==> src/rtl/xbar_cfg_pkg.sv <==
package xbar_cfg_pkg;

    localparam int OUTS    = 16;
    localparam int INS     = 16;
    localparam int SEL_W   = $clog2(INS);
    localparam int SLOT_W  = SEL_W + 1;
    localparam int CHAIN_W = OUTS * SLOT_W;
    localparam int ADDR_W  = $clog2(OUTS);
    localparam int SW_W    = OUTS * INS;

    // One output's routing entry: enable flag above the source number.
    typedef struct packed {
        logic             en;
        logic [SEL_W-1:0] sel;
    } slot_t;

    typedef logic [CHAIN_W-1:0] chain_t;

    typedef enum logic {
        LOAD_PAR = 1'b0,
        LOAD_SER = 1'b1
    } load_mode_e;

    function automatic slot_t slot_at(input chain_t v, input int k);
        return slot_t'(v[k*SLOT_W +: SLOT_W]);
    endfunction

endpackage

==> src/rtl/xbar_cfg_rank1.sv <==
module xbar_cfg_rank1
    import xbar_cfg_pkg::*;
(
    input  logic              clk_i,
    input  load_mode_e        mode_i,
    input  logic              sclk_i,
    input  logic              sdata_i,
    input  logic              ce_n_i,
    input  logic [ADDR_W-1:0] addr_i,
    input  slot_t             pdata_i,
    output chain_t            r1_o
);

    logic   sclk_q;
    logic   shift_fire;
    logic   slot_fire;
    chain_t r1_q;
    chain_t r1_d;

    // a shift needs a high-then-low pair of samples of the serial clock
    assign shift_fire = !ce_n_i && (mode_i == LOAD_SER) && sclk_q && !sclk_i;
    // level-sensitive slot write while the strobe is low
    assign slot_fire  = !ce_n_i && (mode_i == LOAD_PAR) && !sclk_i;

    always_comb begin
        r1_d = r1_q;
        if (shift_fire) begin
            r1_d = {r1_q[CHAIN_W-2:0], sdata_i};
        end else if (slot_fire) begin
            r1_d[int'(addr_i)*SLOT_W +: SLOT_W] = pdata_i;
        end
    end

    always_ff @(posedge clk_i) begin
        sclk_q <= sclk_i;
        r1_q   <= r1_d;
    end

    assign r1_o = r1_q;

endmodule

==> src/rtl/xbar_cfg_rank2.sv <==
module xbar_cfg_rank2
    import xbar_cfg_pkg::*;
(
    input  logic   clk_i,
    input  logic   clr_n_i,
    input  logic   load_i,
    input  chain_t r1_i,
    output chain_t r2_o
);

    for (genvar k = 0; k < OUTS; k++) begin : g_slot
        slot_t src;
        logic             en_q;
        logic [SEL_W-1:0] sel_q;

        assign src = slot_at(r1_i, k);

        // only the enable flag has the asynchronous clear
        always_ff @(posedge clk_i or negedge clr_n_i) begin
            if (!clr_n_i) begin
                en_q <= 1'b0;
            end else if (load_i) begin
                en_q <= src.en;
            end
        end

        always_ff @(posedge clk_i) begin
            if (load_i) begin
                sel_q <= src.sel;
            end
        end

        assign r2_o[k*SLOT_W +: SLOT_W] = {en_q, sel_q};
    end

endmodule

==> src/rtl/xbar_cfg_decode.sv <==
module xbar_cfg_decode
    import xbar_cfg_pkg::*;
(
    input  chain_t          cfg_i,
    output logic [SW_W-1:0] sw_o,
    output logic [OUTS-1:0] oen_o
);

    for (genvar k = 0; k < OUTS; k++) begin : g_row
        slot_t s;
        logic [INS-1:0] row;

        assign s = slot_at(cfg_i, k);

        // disabled rows stay dark regardless of the source number
        always_comb begin
            row = '0;
            if (s.en) begin
                row[s.sel] = 1'b1;
            end
        end

        assign sw_o[k*INS +: INS] = row;
        assign oen_o[k]           = s.en;
    end

endmodule

==> src/rtl/xbar_cfg_regs.sv <==
module xbar_cfg_regs
    import xbar_cfg_pkg::*;
(
    input  logic                        clk_i,
    input  logic                        ser_mode_i,
    input  logic                        sclk_i,
    input  logic                        sdata_i,
    input  logic                        ce_n_i,
    input  logic                        upd_n_i,
    input  logic                        clr_n_i,
    input  logic [3:0]                  addr_i,
    input  logic [4:0]                  pdata_i,
    output logic                        chain_o,
    output logic [255:0]                sw_en_o,
    output logic [15:0]                 out_en_o,
    output logic [79:0]                 rank2_o
);

    chain_t     r1_q;
    chain_t     r2_q;
    load_mode_e mode;
    logic       upd_fire;

    assign mode     = load_mode_e'(ser_mode_i);
    // the second rank loads only with both strobes low
    assign upd_fire = !upd_n_i && !ce_n_i;

    xbar_cfg_rank1 u_rank1 (
        .clk_i   (clk_i),
        .mode_i  (mode),
        .sclk_i  (sclk_i),
        .sdata_i (sdata_i),
        .ce_n_i  (ce_n_i),
        .addr_i  (addr_i),
        .pdata_i (slot_t'(pdata_i)),
        .r1_o    (r1_q)
    );

    xbar_cfg_rank2 u_rank2 (
        .clk_i   (clk_i),
        .clr_n_i (clr_n_i),
        .load_i  (upd_fire),
        .r1_i    (r1_q),
        .r2_o    (r2_q)
    );

    xbar_cfg_decode u_dec (
        .cfg_i (r2_q),
        .sw_o  (sw_en_o),
        .oen_o (out_en_o)
    );

    // chain output is the top first-rank stage in either mode
    assign chain_o = r1_q[CHAIN_W-1];
    assign rank2_o = r2_q;

endmodule

==> config.mk <==
export PLATFORM = sky130hd
export DESIGN_NAME = xbar_cfg_regs
export DESIGN_NICKNAME = d
export VERILOG_FILES = /design/src/rtl/xbar_cfg_pkg.sv /design/src/rtl/xbar_cfg_rank1.sv /design/src/rtl/xbar_cfg_rank2.sv /design/src/rtl/xbar_cfg_decode.sv /design/src/rtl/xbar_cfg_regs.sv
export SDC_FILE = /design/constraint.sdc
export NUM_CORES = 1
export LEC_CHECK = 0
export BUFFER_PORTS_ARGS = -buffer_cell sky130_fd_sc_hd__buf_2
export CORE_AREA = 3 3 162 164
export DETAILED_ROUTE_END_ITERATION = 10
export DIE_AREA = 0 0 165 167
export PLACE_DENSITY = 0.69
export SLEW_MARGIN = 20
export SYNTH_ARGS = -nofsm -noshare
export SYNTH_HDL_FRONTEND = slang
export SYNTH_HIERARCHICAL = 1
export SYNTH_SLANG_ARGS = --single-unit
export TNS_END_PERCENT = 50
==> constraint.sdc <==
create_clock -name clk_i -period 3.7 [get_ports clk_i]
set_clock_uncertainty 0.1 [all_clocks]
set_input_delay 0.555 -clock clk_i [delete_from_list [all_inputs] [get_ports clk_i]]
set_output_delay 0.555 -clock clk_i [all_outputs]
set_load 0.02 [all_outputs]
==> run_results.csv, run 1 <==
group,metric,value,unit
global_routing,grt_usage,17.2,%
yosys,yosysSeqAreaShare,54.4,%
yosys,synth_cells,830,
timing,fin_tns_setup,0,ps
clock_network,cts.reportedPaths.clkPinSlew,70,ps
floorplan,fp.dieW,165,microns
yosys,syn-mean-instance-area,10.5,sq um
routing,drcViolationCount,0,
place,io_buffer_count,368,
timing,setup_viol,0,
timing,hold_viol_final,0,
clock_network,htreeDepth,4,
timing,slew_headroom,36.0,%
global_routing,grt_max_degree,58,
clock_network,clock_latency,430,ps
place,dp_hpwl,18900,microns
clock_network,post-cts-setup-buffers,0,
routing,routed_wl,25100,microns
power,internal_power,3200,uW
power,pwr-share-comb,13.0,%
power,pwr-share-clk,38.9,%
timing,finalMaxSlewViolations,0,
clock_network,cts.sinks,161,
global_routing,grt_pass1_vias,6828,
run_status,status,"finished, final reports clean",
setup_path,path_max_fanout,14,
routing,wl_per_cell,16.6,microns
floorplan,initial_core_util,34.8,%
timing,rsz0062_at_grt,"false",
setup_path,worstReg2RegStart,"u_rank1/sclk_q$_DFF_P_",
job,max-cap-violations,0,
floorplan,die_y,167,microns
routing,drt-initial-drc-count,570,
finish,stdcell_area,11300,sq um
finish,nets,1188,
timing,timing.fmax,391,MHz
setup_path,rrSetupSlack,1490,ps
floorplan,fp.coreArea,25000,sq um
routing,ant_nets,0,
floorplan,die-area,27600,sq um
setup_path,crit_arrival,2530,ps
power,ir_drop,213,uV
routing,avgViaCountPerCell,5.18,
yosys,syn-cell-area,8720,sq um
floorplan,io_pins,369,
clock_network,holdBufCountCts,0,
yosys,yosys_warnings,6,
yosys,async_flop_share,9.94,%
finish,area_growth,29.1,%
clock_network,clk_path_buf_depth,2,
finish,post-route-util,45.0,%
yosys,synth-edff-count,144,
global_routing,grt-ovfl-total,0,
timing,hold_ws,11.6,ps
clock_network,cts_resized,0,
setup_path,crit_start,"addr_i[0]",
power,switching_share,28.2,%
timing,fin_crit_sh,69.1,%
power,power_density,396,nW/um^2
timing,worst_pin_slew,953,ps
timing,fin_crit,2560,ps
hold_path,hold_path.class,"in2async",
global_routing,antenna_found_initial,2,
yosys,syn_nets,850,
place,gp_congestion,0.878,
power,netSwitchingPower,1260,uW
setup_path,crit_type,"in2reg",
yosys,synth.distinct_cells,45,
routing,drt-pass1-iter-count,5,
clock_network,cts_root_buffer,"clkbuf_16",
setup_path,crit_path_end_kind,"register",
setup_path,cp.required,3680,ps
power,pwr-share-seq,48.1,%
setup_path,startpoint_type,"input pin",
clock_network,cts_buffers,17,
global_routing,grt_pass1_wl,37600,microns
routing,num_vias,7832,
power,power_leakage,0.00487,uW
clock_network,cts_tree,"yes",
yosys,ys_seq_elements,161,
power,finalPower,4460,uW
finish,drive_above_1_share,39.5,%
floorplan,fp-row-count,58,
yosys,ys.flop_type,"edfxtp_1",
place,placed_cell_area,10700,sq um
finish,antenna_cells,0,
critical path: stages:
cell and delay, ps:
buf_2 200, inv_1 110, ha_1 360, nor3b_2 440, o21ai_0 360, a21oi_1 500
Yosys cell counts (2+ instances only):
cell / n / area (sq um)
nor2_1: 198 / 743
edfxtp_1: 144 / 4320
nand2_1: 64 / 240
nor3_1: 49 / 245
buf_4: 34 / 255
nand2b_1: 33 / 206
nand3b_1: 32 / 240
o21ai_0: 28 / 140
a22o_1: 20 / 175
a32o_1: 20 / 200
o31ai_1: 20 / 150
nand3_1: 19 / 95.1
dfrtp_1: 16 / 400
nor3_2: 16 / 160
or3b_4: 16 / 180
a21oi_1: 15 / 75.1
buf_2: 12 / 60.1
mux2_4: 10 / 150
a31oi_1: 8 / 50.1
clkbuf_1: 8 / 30.0
inv_1: 8 / 30.0
nand4_1: 8 / 50.1
mux2_2: 6 / 67.6
nor3b_2: 6 / 75.1
ha_1: 4 / 50.1
a221oi_1: 3 / 26.3
and2_1: 3 / 18.8
and4b_1: 3 / 30.0
buf_6: 3 / 33.8
nor2b_1: 3 / 18.8
o41ai_1: 3 / 26.3
xnor2_1: 3 / 26.3
and3b_1: 2 / 17.5
nor4bb_1: 2 / 20.0
power groups by stage:
stage,Sequential [uW],Clock (uW),Combinational [uW]
2_1_floorplan,2160,0,445
3_3_place_gp,2180,0,575
3_5_place_dp,2180,0,580
4_1_cts,2140,1780,581
5_1_grt,2160,1850,623
6_report,2140,1730,580
layout make-up:
| cell class | instances | area (sq um) |
|---|---|---|
| Inverter | 8 | 30.0 |
| Multi-Input combinational cell | 603 | 3570 |
| Clock buffer | 17 | 425 |
| Fill cell | 2328 | 13800 |
| Timing Repair Buffer | 377 | 1910 |
| Clock inverter | 15 | 166 |
| Tap cell | 330 | 413 |
| Sequential cell | 161 | 4740 |
path summary, 6_finish.rpt:
kind | to | depth (start not counted)
max | u_rank1/r1_o[44]$_DFFE_PP_ | 6
min | u_rank2/g_slot[14].en_q$_DFFE_PN0P_ | 1
max reg2reg | u_rank1/r1_o[54]$_DFFE_PP_ | 3
min reg2reg | u_rank2/g_slot[2].sel_q[2]$_DFFE_PP_ | 0
max in group asynchronous | u_rank2/g_slot[6].en_q$_DFFE_PN0P_ | 1
min in group clk_i | u_rank1/sclk_q$_DFF_P_ | 1
stage by stage:
stage | worst slack [ps] | cells
after floorplan | 514 | 830
after global placement | 872 | 1479
after detailed placement | 751 | 1479
after CTS | 1230 | 1511
after global routing | 992 | 1511
final | 1140 | 1511
state kept, by name (all words and copies together), names as in the netlist:
name                  cells
u_rank1/r1_o             80
u_rank1/sclk_q            1
u_rank2/g_slot.en_q      16
u_rank2/g_slot.sel_q     64
cell families after synthesis:
group / Yosys count / share of synthesized area [%]
compound gates: 121 / 10.0
xor+xnor: 4 / 0.402
fa+ha+maj: 4 / 0.574
buf+inv: 66 / 4.92
flops: 161 / 54.4
mux: 16 / 2.50
simple gates: 458 / 27.2
cells in the final DEF, fill, tap and decap left out, drive strengths merged, types with 3 or more instances in the layout:
cell,instances
edfxtp,144
nand2,64
and2,3
a21oi,15
a221oi,3
buf,377
clkbuf,17
ha,4
nor3,65
nand3b,32
inv,17
nor3b,6
o41ai,3
nor2,198
nor2b,3
nand2b,33
dfrtp,16
a31oi,8
or3b,16
o31ai,20
a22o,20
and4b,3
xnor2,3
a32o,20
nand4,8
o21ai,29
nand3,19
clkinvlp,3
mux2,16
routing by layer:
| layer | vias to the layer above | track usage, % | part of all wire [%] |
|---|---|---|---|
| met1 | 3718 | 21.4 | 41 |
| met2 | 378 | 30.2 | 49 |
| met4 | 4 | 3.87 | 1.1 |
| met3 | 31 | 4.08 | 8.1 |
| met5 | - | 0 | 0.084 |
| li1 | 3701 | - | - |
No activity file was read; power rests on OpenSTA's default activity.
==> run 2: changes to the inputs <==
==> constraint.sdc (replaced) <==
create_clock -name clk_i -period 2.45 [get_ports clk_i]
set_clock_uncertainty 0.1 [all_clocks]
set_input_delay 0.3675 -clock clk_i [delete_from_list [all_inputs] [get_ports clk_i]]
set_output_delay 0.3675 -clock clk_i [all_outputs]
set_load 0.02 [all_outputs]
==> run_results.csv, run 2 (synthesis gave the netlist of run 1 again) <==
group,metric,value,unit
power,ir_drop,451,uV
setup_path,startpoint_type,"input pin",
floorplan,fp.dieW,165,microns
routing,routed_wl,25200,microns
finish,area_growth,31.3,%
finish,stdcell_area,11500,sq um
timing,setup_viol,0,
job,max-cap-violations,0,
finish,final_cell_mix,"buf_2, nor2_1, edfxtp_1",
power,pwr-share-comb,13.9,%
power,power_density,575,nW/um^2
timing,hold_viol_final,0,
global_routing,grt_pass1_vias,7031,
clock_network,clock_latency,420,ps
timing,worst_pin_slew,894,ps
timing,rsz0062_at_grt,"false",
routing,ant_nets,0,
setup_path,cp.required,2490,ps
global_routing,grt_pass1_wl,38400,microns
finish,largest_reg_flops,80,
power,internal_power,4800,uW
setup_path,crit_arrival,2210,ps
place,dp_hpwl,18800,microns
timing,fin_crit_sh,88.7,%
timing,timing.fmax,460,MHz
clock_network,cts_resized,0,
finish,drive_above_1_share,40.4,%
clock_network,cts.sinks,161,
clock_network,post-cts-setup-buffers,0,
routing,num_vias,7813,
place,placed_cell_area,10900,sq um
floorplan,fp-row-count,58,
routing,avgViaCountPerCell,5.07,
setup_path,path_max_fanout,12,
power,pwr-share-clk,36.9,%
floorplan,fp.coreArea,25000,sq um
power,netSwitchingPower,1780,uW
place,gp_congestion,0.871,
finish,nets,1217,
timing,finalMaxSlewViolations,0,
routing,drcViolationCount,0,
power,pwr-share-seq,49.2,%
floorplan,initial_core_util,34.8,%
timing,slew_headroom,40.0,%
power,power_leakage,0.00499,uW
finish,nFillCells,2332,
floorplan,io_pins,369,
finish,multi_input_area,3570,sq um
routing,drt-initial-drc-count,714,
clock_network,cts_buffers,17,
global_routing,grt_usage,17.5,%
setup_path,crit_path_end_kind,"register",
clock_network,clk_path_buf_depth,2,
run_status,status,"finished, final reports clean",
setup_path,crit_type,"in2reg",
clock_network,cts_tree,"yes",
place,io_buffer_count,368,
finish,mostFrequentLayoutCell,"buf_2",
clock_network,htreeDepth,4,
timing,fin_crit,2170,ps
floorplan,die-area,27600,sq um
hold_path,hold_path.class,"in2reg",
clock_network,holdBufCountCts,2,
clock_network,cts.reportedPaths.clkPinSlew,70,ps
timing,fin_tns_setup,0,ps
clock_network,cts_root_buffer,"clkbuf_16",
finish,ff_latch_area,4740,sq um
global_routing,grt_max_degree,81,
routing,drt-pass1-iter-count,5,
global_routing,grt-ovfl-total,0,
power,finalPower,6580,uW
routing,wl_per_cell,16.3,microns
global_routing,antenna_found_initial,3,
power,switching_share,27.1,%
floorplan,die_y,167,microns
## run 2: cell count changes in the layout (fill, tap and decap cells not counted)
| cell | change |
|---|---|
| buf_12 | +1 |
| buf_4 | +26 |
| clkbuf_1 | +1 |
| clkinv_1 | +3 |
| clkinv_2 | +2 |
| clkinv_8 | -1 |
| clkinvlp_4 | +2 |
| diode_2 | +2 |
| dlygate4sd3_1 | +2 |
| inv_6 | -3 |
| inv_8 | -4 |
## run 2: stage by stage
step	utilization, %	cells	hold WS, ps	worst slack, ps
after floorplan	-	830	-28.1	0.417
after global placement	43.5	1506	272	153
after detailed placement	43.5	1506	281	22.0
after CTS	45.7	1540	107	283
after global routing	45.7	1542	170	222
final	45.7	1542	136	278
## run 2: area by class of cell
class / instances / share of cell area (%)
flip-flops and latches: 161 / 41.4
clock buffers: 18 / 3.75
clock inverters: 14 / 1.01
diodes: 2 / 0.0437
multi-input cells: 603 / 31.2
inverters: 8 / 0.262
well taps: 330 / 3.61
repair buffers: 406 / 18.7
## run 2: power by group through the flow
stage          clock (uW)  sequential [uW]  combinational [uW]
6_report             2430             3240                 916
5_1_grt              2610             3260                 981
4_1_cts              2480             3240                 916
3_5_place_dp            0             3300                 910
3_3_place_gp            0             3290                 901
2_1_floorplan           0             3260                 672
## run 2: critical path, cell delays in order
cell           delay, ps
dlygate4sd3_1        550
buf_2                160
nor2_1               210
nand2_1              180
buf_4                220
a221oi_1             300
buf_4                220
## run 2: metal layers
metal  wire length (microns)  up-vias  track usage [%]
met4                     355        2             4.52
met5                       7        -                0
met1                   10700     3672             22.7
met2                   12300      355             29.4
met3                    1830       29             3.91
li1                        -     3755                -
## run 2: worst paths after layout
kind	from	endpoint	slack [ps]	cells past startpoint
worst max-delay path	sclk_i	u_rank1/r1_o[52]$_DFFE_PP_	280	7
worst min-delay path	sdata_i	u_rank1/r1_o[0]$_DFFE_PP_	140	3
worst max register to register	u_rank1/sclk_q$_DFF_P_	u_rank1/r1_o[52]$_DFFE_PP_	630	5
worst min register to register	u_rank1/r1_o[68]$_DFFE_PP_	u_rank2/g_slot[13].sel_q[3]$_DFFE_PP_	360	0
max in group asynchronous	clr_n_i	u_rank2/g_slot[12].en_q$_DFFE_PN0P_	1560	2
min in group asynchronous	clr_n_i	u_rank2/g_slot[7].en_q$_DFFE_PN0P_	350	2
